===== src/rtl/ssp_pkg.sv =====
package ssp_pkg;

  typedef struct packed {
    logic master;
    logic slave;
    logic reserved;
    logic frame64;
    logic wck_out;
    logic wck_in;
    logic wck_high;
  } ssp_mode_t;

  typedef enum logic [1:0] {
    ALIGN_RIGHT     = 2'd0,
    ALIGN_I2S       = 2'd1,
    ALIGN_USER      = 2'd2,
    ALIGN_RIGHT_ALT = 2'd3
  } ssp_align_e;

endpackage


===== src/rtl/ssp_mode_decode.sv =====
module ssp_mode_decode
  import ssp_pkg::*;
(
  input  logic      frame_sel,
  input  logic      s1_sel,
  input  logic      s0_sel,
  output ssp_mode_t mode
);

  always_comb begin
    mode = '0;
    mode.frame64 = frame_sel;
    unique case ({s1_sel, s0_sel})
      2'b00: begin
        mode.master   = 1'b1;
        mode.wck_out  = frame_sel;
        mode.wck_high = ~frame_sel;
      end
      2'b01: begin
        mode.master = 1'b1;
        mode.wck_in = frame_sel;
      end
      2'b11:   mode.slave    = 1'b1;
      default: mode.reserved = 1'b1;
    endcase
  end

endmodule


===== src/rtl/ssp_master_timing.sv =====
module ssp_master_timing #(
  parameter int BCK_DIV    = 4,
  parameter int FRAME_BITS = 64
) (
  input  logic clk,
  input  logic rst_n,
  input  logic en,
  input  logic frame64,
  output logic tick,
  output logic lr_next,
  output logic bck
);

  localparam int DIV_W  = $clog2(BCK_DIV);
  localparam int CNT_W  = $clog2(FRAME_BITS);
  localparam int HALF_F = FRAME_BITS / 2;

  logic [DIV_W-1:0] div_q, div_d;
  logic [CNT_W-1:0] cnt_q, cnt_d, cnt_nxt, cnt_mask;

  always_comb begin
    tick     = en && (div_q == DIV_W'(BCK_DIV - 1));
    cnt_mask = frame64 ? {CNT_W{1'b1}} : CNT_W'(HALF_F - 1);
    cnt_nxt  = (cnt_q + CNT_W'(1)) & cnt_mask;
    lr_next  = frame64 ? ~cnt_nxt[CNT_W-1] : ~cnt_nxt[CNT_W-2];
    bck      = (div_q >= DIV_W'(BCK_DIV / 2));
    div_d    = div_q;
    cnt_d    = cnt_q;
    if (en) div_d = tick ? '0 : div_q + DIV_W'(1);
    if (tick) cnt_d = cnt_nxt;
  end

  always_ff @(posedge clk or negedge rst_n) begin
    if (!rst_n) begin
      div_q <= '0;
      cnt_q <= '1;
    end else begin
      div_q <= div_d;
      cnt_q <= cnt_d;
    end
  end

  assert_bck_low_after_tick_R2: assert property (@(posedge clk) disable iff (!rst_n)
    tick |=> !bck) else $error("bit clock not low after slot tick");

  assert_bck_fall_on_tick_R4: assert property (@(posedge clk) disable iff (!rst_n)
    $fell(bck) |-> $past(tick)) else $error("bit clock fell without slot tick");

endmodule


===== src/rtl/ssp_slave_timing.sv =====
module ssp_slave_timing (
  input  logic clk,
  input  logic rst_n,
  input  logic en,
  input  logic bck_in,
  input  logic lrck_in,
  input  logic wck_in,
  output logic tick,
  output logic lr_next,
  output logic wck_sync
);

  logic bck_s0, bck_s1, lr_s0, wck_s0;

  always_ff @(posedge clk or negedge rst_n) begin
    if (!rst_n) begin
      bck_s0 <= 1'b0;
      bck_s1 <= 1'b0;
      lr_s0  <= 1'b0;
      wck_s0 <= 1'b0;
    end else begin
      bck_s0 <= bck_in;
      bck_s1 <= bck_s0;
      lr_s0  <= lrck_in;
      wck_s0 <= wck_in;
    end
  end

  always_comb begin
    tick     = en & bck_s1 & ~bck_s0;
    lr_next  = lr_s0;
    wck_sync = wck_s0;
  end

endmodule


===== src/rtl/ssp_field_seq.sv =====
module ssp_field_seq
  import ssp_pkg::*;
#(
  parameter int SAMPLE_W    = 18,
  parameter int SHORT_W     = 16,
  parameter int FIELD_LONG  = 32,
  parameter int FIELD_SHORT = 16,
  parameter int POS_W       = 6,
  parameter int OFF_W       = 5
) (
  input  logic                clk,
  input  logic                rst_n,
  input  logic                frame64,
  input  logic                reserved,
  input  logic                wck_gate_en,
  input  logic [1:0]          align_mode,
  input  logic [OFF_W-1:0]    msb_offset,
  input  logic                in_valid,
  input  logic [SAMPLE_W-1:0] left_in,
  input  logic [SAMPLE_W-1:0] right_in,
  input  logic                tick,
  input  logic                lr_next,
  input  logic                wck_sync,
  output logic                side,
  output logic [POS_W-1:0]    pos,
  output logic                sdata
);

  localparam logic [POS_W-1:0] POS_MAX = '1;

  logic [SAMPLE_W-1:0] hold_l_q, hold_l_d, hold_r_q, hold_r_d;
  logic [SAMPLE_W-1:0] word_l_q, word_l_d, word_r_q, word_r_d;
  logic                side_q, side_d, gate_q, gate_d;
  logic [POS_W-1:0]    pos_q, pos_d;

  logic [POS_W-1:0]    msb_pos, k, wlen, flen;
  logic [SAMPLE_W-1:0] word_sel, shifted;
  logic                in_win;

  // next state
  always_comb begin
    hold_l_d = hold_l_q;
    hold_r_d = hold_r_q;
    word_l_d = word_l_q;
    word_r_d = word_r_q;
    side_d   = side_q;
    pos_d    = pos_q;
    gate_d   = gate_q;
    if (in_valid) begin
      hold_l_d = left_in;
      hold_r_d = right_in;
    end
    if (tick) begin
      gate_d = wck_sync;
      if (lr_next != side_q) begin
        side_d = lr_next;
        pos_d  = '0;
        if (lr_next) begin
          word_l_d = hold_l_q;
          word_r_d = hold_r_q;
        end
      end else if (pos_q != POS_MAX) begin
        pos_d = pos_q + POS_W'(1);
      end
    end
  end

  always_ff @(posedge clk or negedge rst_n) begin
    if (!rst_n) begin
      hold_l_q <= '0;
      hold_r_q <= '0;
      word_l_q <= '0;
      word_r_q <= '0;
      side_q   <= 1'b0;
      pos_q    <= '0;
      gate_q   <= 1'b0;
    end else begin
      hold_l_q <= hold_l_d;
      hold_r_q <= hold_r_d;
      word_l_q <= word_l_d;
      word_r_q <= word_r_d;
      side_q   <= side_d;
      pos_q    <= pos_d;
      gate_q   <= gate_d;
    end
  end

  // bit selection for the current slot
  always_comb begin
    unique case (ssp_align_e'(align_mode))
      ALIGN_I2S:  msb_pos = POS_W'(1);
      ALIGN_USER: msb_pos = POS_W'(msb_offset);
      default:    msb_pos = POS_W'(FIELD_LONG - SAMPLE_W);
    endcase
    if (!frame64) msb_pos = '0;
    wlen     = frame64 ? POS_W'(SAMPLE_W) : POS_W'(SHORT_W);
    flen     = frame64 ? POS_W'(FIELD_LONG) : POS_W'(FIELD_SHORT);
    k        = pos_q - msb_pos;
    in_win   = (pos_q >= msb_pos) && (k < wlen) && (pos_q < flen);
    word_sel = side_q ? word_l_q : word_r_q;
    shifted  = word_sel << k;
    sdata    = in_win & shifted[SAMPLE_W-1] & ~reserved & (~wck_gate_en | gate_q);
    side     = side_q;
    pos      = pos_q;
  end

  assert_left_start_R3: assert property (@(posedge clk) disable iff (!rst_n)
    tick && lr_next && !side_q |=> side_q && (pos_q == '0))
    else $error("left field did not restart at slot 0");

  assert_hold_between_ticks_R4: assert property (@(posedge clk) disable iff (!rst_n)
    !tick |=> $stable(pos_q) && $stable(side_q) && $stable(word_l_q) && $stable(word_r_q))
    else $error("slot state moved without a tick");

  assert_slot_step_R3: assert property (@(posedge clk) disable iff (!rst_n)
    tick && (lr_next == side_q) && (pos_q != POS_MAX) |=> pos_q == $past(pos_q) + POS_W'(1))
    else $error("slot index did not advance by one");

endmodule


===== src/rtl/stereo_serial_out.sv =====
module stereo_serial_out
  import ssp_pkg::*;
#(
  parameter int SAMPLE_W   = 18,
  parameter int SHORT_W    = 16,
  parameter int FIELD_LONG = 32,
  parameter int BCK_DIV    = 4
) (
  input  logic                          clk,
  input  logic                          rst_n,
  input  logic                          frame_sel,
  input  logic                          s1_sel,
  input  logic                          s0_sel,
  input  logic [1:0]                    align_mode,
  input  logic [$clog2(FIELD_LONG)-1:0] msb_offset,
  input  logic                          in_valid,
  input  logic [SAMPLE_W-1:0]           left_in,
  input  logic [SAMPLE_W-1:0]           right_in,
  input  logic                          bck_in,
  input  logic                          lrck_in,
  input  logic                          wck_in,
  output logic                          bck_out,
  output logic                          lrck_out,
  output logic                          clk_drive,
  output logic                          wck_out,
  output logic                          wck_drive,
  output logic                          sdata_out
);

  localparam int FRAME_BITS  = 2 * FIELD_LONG;
  localparam int FIELD_SHORT = SHORT_W;
  localparam int POS_W       = $clog2(FIELD_LONG) + 1;
  localparam int OFF_W       = $clog2(FIELD_LONG);

  logic rst_meta, rst_n_s;

  always_ff @(posedge clk or negedge rst_n) begin
    if (!rst_n) begin
      rst_meta <= 1'b0;
      rst_n_s  <= 1'b0;
    end else begin
      rst_meta <= 1'b1;
      rst_n_s  <= rst_meta;
    end
  end

  ssp_mode_t mode;
  logic m_tick, m_lr, m_bck, s_tick, s_lr, wck_sync;
  logic tick, lr_next, side;
  logic [POS_W-1:0] pos;

  ssp_mode_decode u_decode (
    .frame_sel (frame_sel),
    .s1_sel    (s1_sel),
    .s0_sel    (s0_sel),
    .mode      (mode)
  );

  ssp_master_timing #(
    .BCK_DIV    (BCK_DIV),
    .FRAME_BITS (FRAME_BITS)
  ) u_master (
    .clk     (clk),
    .rst_n   (rst_n_s),
    .en      (mode.master),
    .frame64 (mode.frame64),
    .tick    (m_tick),
    .lr_next (m_lr),
    .bck     (m_bck)
  );

  ssp_slave_timing u_slave (
    .clk      (clk),
    .rst_n    (rst_n_s),
    .en       (mode.slave),
    .bck_in   (bck_in),
    .lrck_in  (lrck_in),
    .wck_in   (wck_in),
    .tick     (s_tick),
    .lr_next  (s_lr),
    .wck_sync (wck_sync)
  );

  always_comb begin
    tick    = m_tick | s_tick;
    lr_next = mode.master ? m_lr : s_lr;
  end

  ssp_field_seq #(
    .SAMPLE_W    (SAMPLE_W),
    .SHORT_W     (SHORT_W),
    .FIELD_LONG  (FIELD_LONG),
    .FIELD_SHORT (FIELD_SHORT),
    .POS_W       (POS_W),
    .OFF_W       (OFF_W)
  ) u_seq (
    .clk         (clk),
    .rst_n       (rst_n_s),
    .frame64     (mode.frame64),
    .reserved    (mode.reserved),
    .wck_gate_en (mode.wck_in),
    .align_mode  (align_mode),
    .msb_offset  (msb_offset),
    .in_valid    (in_valid),
    .left_in     (left_in),
    .right_in    (right_in),
    .tick        (tick),
    .lr_next     (lr_next),
    .wck_sync    (wck_sync),
    .side        (side),
    .pos         (pos),
    .sdata       (sdata_out)
  );

  always_comb begin
    clk_drive = mode.master;
    bck_out   = mode.master & m_bck;
    lrck_out  = mode.master & side;
    wck_drive = mode.wck_out | mode.wck_high;
    wck_out   = mode.wck_high | (mode.wck_out & (pos < POS_W'(FIELD_LONG / 2)));
  end

endmodule


===== config.mk =====
export PLATFORM = sky130hd
export DESIGN_NAME = stereo_serial_out
export DESIGN_NICKNAME = d
export VERILOG_FILES = /design/src/rtl/ssp_pkg.sv /design/src/rtl/ssp_mode_decode.sv /design/src/rtl/ssp_master_timing.sv /design/src/rtl/ssp_slave_timing.sv /design/src/rtl/ssp_field_seq.sv /design/src/rtl/stereo_serial_out.sv
export SDC_FILE = /design/constraint.sdc
export NUM_CORES = 1
export LEC_CHECK = 0
export ABC_AREA = 1
export BUFFER_PORTS_ARGS = -buffer_cell sky130_fd_sc_hd__buf_4
export CORE_ASPECT_RATIO = 1.2
export CORE_UTILIZATION = 34
export CTS_CLUSTER_DIAMETER = 60
export DETAILED_ROUTE_END_ITERATION = 6
export SLEW_MARGIN = 15
export SYNTH_ARGS = -nofsm -noshare
export SYNTH_HDL_FRONTEND = slang
export SYNTH_SLANG_ARGS = --single-unit

===== constraint.sdc =====
create_clock -name clk -period 8.43 [get_ports clk]
set_input_delay 1.2645 -clock clk [delete_from_list [all_inputs] [get_ports clk]]
set_output_delay 1.2645 -clock clk [all_outputs]
set_load 0.01 [all_outputs]

; Yosys cells after proc, flatten, opt, wreduce, memory -nomap -nowiden
; Index checks and enable logic that the tools add are counted.
[totals]
ff_bits = 94
input_bits = 52
elab_cells = 76
output_inout_bits = 6
[classes]
n_bitwise = 18
shifts = 1
n_reduce_logical = 10
muxes = 16
eq_ne = 7
addsub = 4
magnitude_cmp = 5
[op_table]
columns = op, count
row1 = $mux W6, 4
row2 = $mux W18, 1
row3 = $shl A18 B6 Y18, 1
row4 = $add A6 B1 Y6 const B, 2
row5 = $lt A6 B6 Y1, 2
row6 = $pmux W5 S2, 1
row7 = $and A1 B1 Y1, 8
row8 = $mux W1, 7
row9 = $and A6 B6 Y6, 1
row10 = $eq A2 B2 Y1 const B, 3
row11 = $ge A6 B5 Y1, 1
row12 = $lt A6 B5 Y1 const B, 1
row13 = $ne A6 B6 Y1 const B, 1
row14 = $sub A6 B5 Y6, 1
row15 = $mux W5, 1
row16 = $not A1 Y1, 5
row17 = $eq A2 B1 Y1 const B, 2
row18 = $mux W2, 2
row19 = $or A1 B1 Y1, 4
row20 = $reduce_and A2 Y1, 2
row21 = $logic_and A1 B1 Y1, 3
row22 = $reduce_and A3 Y1, 1
row23 = $reduce_or A3 Y1, 1
row24 = $add A2 B1 Y2 const B, 1
row25 = 5 further kinds, 5

; Logic depth before layout (Yosys ltp)
[logic_depth]
ltp_word = 10
depth_mapped = 17
depth_no_buf = 17

; Hierarchy
; From an unflattened synthesis, not the netlist that was laid out.
[hier_totals]
hier_cells = 547
hier_area_um2 = 4667.0
[modules_own_cells]
columns = mod, area_per_inst_um2, seq_area_each_um2, cells_per_inst, n_inst
row1 = ssp_field_seq, 3962.6, 2001.9, 464, 1
row2 = ssp_master_timing, 434.2, 207.7, 49, 1
row3 = ssp_slave_timing, 110.1, 100.1, 6, 1
row4 = stereo_serial_out, 108.9, 50.0, 16, 1
row5 = ssp_mode_decode, 51.3, 0.0, 12, 1

; Worst setup path after synthesis
; OpenSTA, ideal clock, no wires.
[synth_path]
path_kind = input port to output port
start = in align_mode[0]
end = out sdata_out
arrival_ns = 3.276
slack_ns = 3.890
n_path_buf = 0
path_stages = 15
cell_sequence = inv_1 > ha_1 > nor3_1 > ha_1 > inv_1 > fa_1 > xnor2_1 > nand2_1 > nor3_1 > nand2_1 > nand2_1 > nand2_1 > nor2_1 > nand2_1 > inv_1
[synth_via]
elab_chain_cells = 10
word_cells_on_any_way = 13
cone_classes = add/sub (1) / order compare (2) / eq/ne (2) / shift (1) / mux (2) / bitwise (3) / reduce/logical (2)
[synth_rtl]
columns = element, line_no
row1 = from (decl), stereo_serial_out.sv:14  ; input logic [1:0] align_mode,
row2 = $eq A2 B2 Y1 / $eq A2 B1 Y1 (equally long branches), ssp_field_seq.sv:90  ; unique case (ssp_align_e'(align_mode))
row3 = $pmux W5 S2 *, ssp_field_seq.sv:90
row4 = $mux W5 *, ssp_field_seq.sv:95  ; if (!frame64) msb_pos = '0;
row5 = $sub A6 B5 Y6, ssp_field_seq.sv:98  ; k = pos_q - msb_pos;
row6 = $lt A6 B6 Y1, ssp_field_seq.sv:99  ; in_win = (pos_q >= msb_pos) && (k < wlen) && (pos_q < flen);
row7 = $logic_and A1 B1 Y1 (2 in series), ssp_field_seq.sv:99
row8 = $and A1 B1 Y1 * (3 in series), ssp_field_seq.sv:102  ; sdata = in_win & shifted[SAMPLE_W-1] & ~reserved & (~wck_gate_en | gate_q);
row9 = to (decl), stereo_serial_out.sv:27  ; output logic sdata_out
; Every way passes the cells marked *; elsewhere a longest branch is shown, timed or not.

; Worst setup path in the final report
; Ends and elaborated chain as after synthesis.

==> metrics.md <==
| Metric | Value |
|---|---|
| Status | finished, final reports clean |
| Distinct cell type count after synthesis | 28 |
| Cell taking the most area after synthesis | dfrtp_1 |
| Reg2reg setup slack | around 5.8 ns |
| Total setup buffers inserted after CTS | 0 |
| RSZ-0062 raised after global routing | no |
| Row count | 46 |
| 1st-iter DRT viols | 205 |
| Synthesized cell area | ~4600 µm² |
| Core area | 13,200 µm² |
| Final setup violation count | 0 |
| Synth-to-layout area growth | 17.3% |
| Vias | roughly 3,500 |
| CTS root buf | clkbuf_16 |
| # IOs | between 50 and 60 |
| First-pass iteration count of the detailed router | 5 |
| CP startpoint kind | input port |
| Total power | ~1.5 mW |
| Fmax | ~0.20 GHz |
| Avg Cell Area, Syn | 8.84 µm² |
| H-tree levels | 3 |
| I/O Buffers | 57 |
| N_diodes | 0 |
| Total Routed Length | roughly 9500 µm |
| Area share of the largest cell type after synthesis | about 48% |
| Post-Syn Nets | between 500 and 600 |
| Tcrit/Tclk final | between 60% and 70% |
| Crit path capture type | output port |
| First-pass GRT wire length | approximately 16,000 µm |
| Setup tns final | 0 ns |
| Largest net degree at the start of global routing | 93 |
| Pwr dens | between 200 and 300 nW/µm² |
| Clock Latency Late Sink | around 0.34 ns |
| Die Span Y | 130 µm |
| Crit path arrival time | 3.81 ns |
| Required time of the critical path | roughly 7.2 ns |
| Final nets | 636 |
| Synth Instances | approximately 520 |
| Initial antenna violation count | 0 |
| Die Span X | between 100 and 150 µm |
| Sink Count | 94 |
| # fillers | 1,371 |
| Gp weighted congestion | ~0.86 |
| Max VDD drop | 113 µV |
| Fin crit period | 5.08 ns |
| TritonCTS clock tree | built |
| Hold buffer count at cts | 0 |
| Register bit total from synthesis | 94 |
| Residual DRC | 0 |
| Global-route usage over all layers | around 15% |
| Critical-path maximum fanout | 4 |
| Area contributors post-synth | dfrtp_1 48%, nand2_1 11%, o21ai_2 7.0% |
| Clock-pin slew on the worst setup and hold paths | 0.06 ns |
| Max Slew Vio Count | 0 |
| Max cap viols | 0 |
| Leakage | approximately 2.7 nW |
| Total CTS buffers | 9 |
| Via density | between 4 and 5 |
| Worst-margin pin slew | ~1 ns |
| Die Area | 14,100 µm² |
| WHS | 0.352 ns |
| Synth Warn # | 0 |
| Hold WC Path Type | flip-flop to flip-flop |
| Cts repair resizes | 0 |
| Clock Skews | between 0.01 and 0.015 ns |
| Register area share after synthesis | between 50% and 60% |
| Clock Path Buffers | 2 |
| Final hold violations | 0 |
| Vias in the first global route | ~3,500 |
| Initial Util | 34.9% |
| Grt ovf | 0 |
| Share of cells above drive strength 1 | 21.9% |
| Detail Route Antenna Nets | 0 |
| Slew headroom | around a third |
| Critical path type | input port to output port |
| HPWL after DPL | between 6000 and 7000 µm |
| Drt wl/cell | 12.8 µm |
==> worst paths after layout <==
kind / endpoint / from / depth (start not counted)
max: sdata_out / align_mode[0] / 17
min: rst_n_s$_DFF_PN0_ / rst_meta$_DFF_PN0_ / 0
max reg2reg: u_seq.word_l_q[13]$_DFFE_PN0P_ / u_seq.side$_DFFE_PN0P_ / 4
min reg2reg: rst_n_s$_DFF_PN0_ / rst_meta$_DFF_PN0_ / 0
max in group asynchronous: u_seq.pos[5]$_DFFE_PN0P_ / rst_n_s$_DFF_PN0_ / 1
min in group asynchronous: u_seq.hold_l_q[12]$_DFFE_PN0P_ / rst_n_s$_DFF_PN0_ / 1
==> through the flow <==
stage,instances,area [µm²],setup WS [ns],util (%)
final,743,5420,3.35,41.0
after CTS,743,5420,3.36,40.9
after global placement,727,5130,3.49,38.7
after detailed placement,727,5130,3.37,38.7
after global routing,743,5420,3.04,41.0
after floorplan,523,4620,3.89,-
==> Yosys cell counts <==
library cell and number:
nand2_1 138, dfrtp_1 88, inv_1 61, o21ai_0 56, o21ai_2 37, nand3_1 29, nor2_1 17, a21oi_1 13
ha_1 13, nand4_1 11, clkbuf_1 9, xor2_1 8, buf_6 7, dfstp_2 6, buf_2 5, nand2_2 5
nor3_1 5, nand3_2 2, nand3b_1 2, o21bai_1 2, xnor2_1 2, buf_4 1, clkinv_1 1, conb_1 1
fa_1 1, nand2_4 1, nand3_4 1, nor2_4 1
==> flip-flops by register name (all words and copies together) (netlist names), 2 cells and up <==
register	count
u_master.cnt_q	6
u_seq.word_l_q	18
u_seq.pos	6
u_master.div_q	2
u_seq.hold_l_q	18
u_seq.word_r_q	18
u_seq.hold_r_q	18
==> worst max-delay path: stages <==
cell	delay [ns]
buf_4	0.09
inv_1	0.05
ha_1	0.29
nor3_1	0.24
ha_1	0.21
inv_1	0.06
fa_1	0.39
xnor2_1	0.34
nand2_1	0.16
nor3_1	0.20
nand2_1	0.07
nand2_1	0.06
nand2_1	0.05
nor2_1	0.08
nand2_1	0.08
inv_1	0.06
buf_4	0.11
==> power breakdown <==
group / internal [mW] / switching [mW] / leakage (nW)
Clock: 0.231 / 0.167 / 0.140
Combinational: 0.178 / 0.266 / 1.36
Sequential: 0.582 / 0.0877 / 1.16
==> cell families (layout without fill, tap and decap cells) <==
kind of cell / after synthesis / count (layout) / synth area share (%)
xor+xnor: 10 / 10 / 1.89
buf+inv: 84 / 136 / 8.17
compound gates: 108 / 108 / 14.8
flops: 94 / 94 / 51.0
simple gates: 212 / 212 / 20.1
fa+ha+maj: 14 / 14 / 3.95
other cells: 1 / 1 / 0.0811
==> final cells by class <==
class                      instances  area (µm²)  share of cell area [%]
sequential                        94        2360                    43.6
multi-input combinational        345        1890                    34.8
timing repair buffer              58         439                    8.10
clock buffer                      11         233                    4.29
inverter                          62         233                    4.29
tap                              168         210                    3.88
clock inverter                     5        60.1                    1.11
==> metal layers <==
layer / share of wire, % / up-vias / global-route usage, %
li1: - / 1772 / -
met1: 44 / 1606 / 18.5
met2: 51 / 66 / 24.8
met3: 3.8 / 13 / 3.60
met4: 1.7 / 0 / 5.33
met5: 0 / - / 0
==> cells in the final DEF (no fill, tap or decap), types with 2 or more instances in the layout <==
master and instances:
nand3b_1 2, xnor2_1 2, clkinv_4 2, nand2_2 5, o21ai_0 56, dfrtp_1 87, clkbuf_16 9, clkbuf_1 2
nor3_1 5, nor2_1 17, inv_1 61, nand3_1 29, xor2_1 8, buf_4 57, o21bai_1 2, dfstp_2 6
ha_1 13, o21ai_2 37, nand3_2 2, nand4_1 11, nand2_1 138, a21oi_1 13
Power figures use the tool's default switching activity.
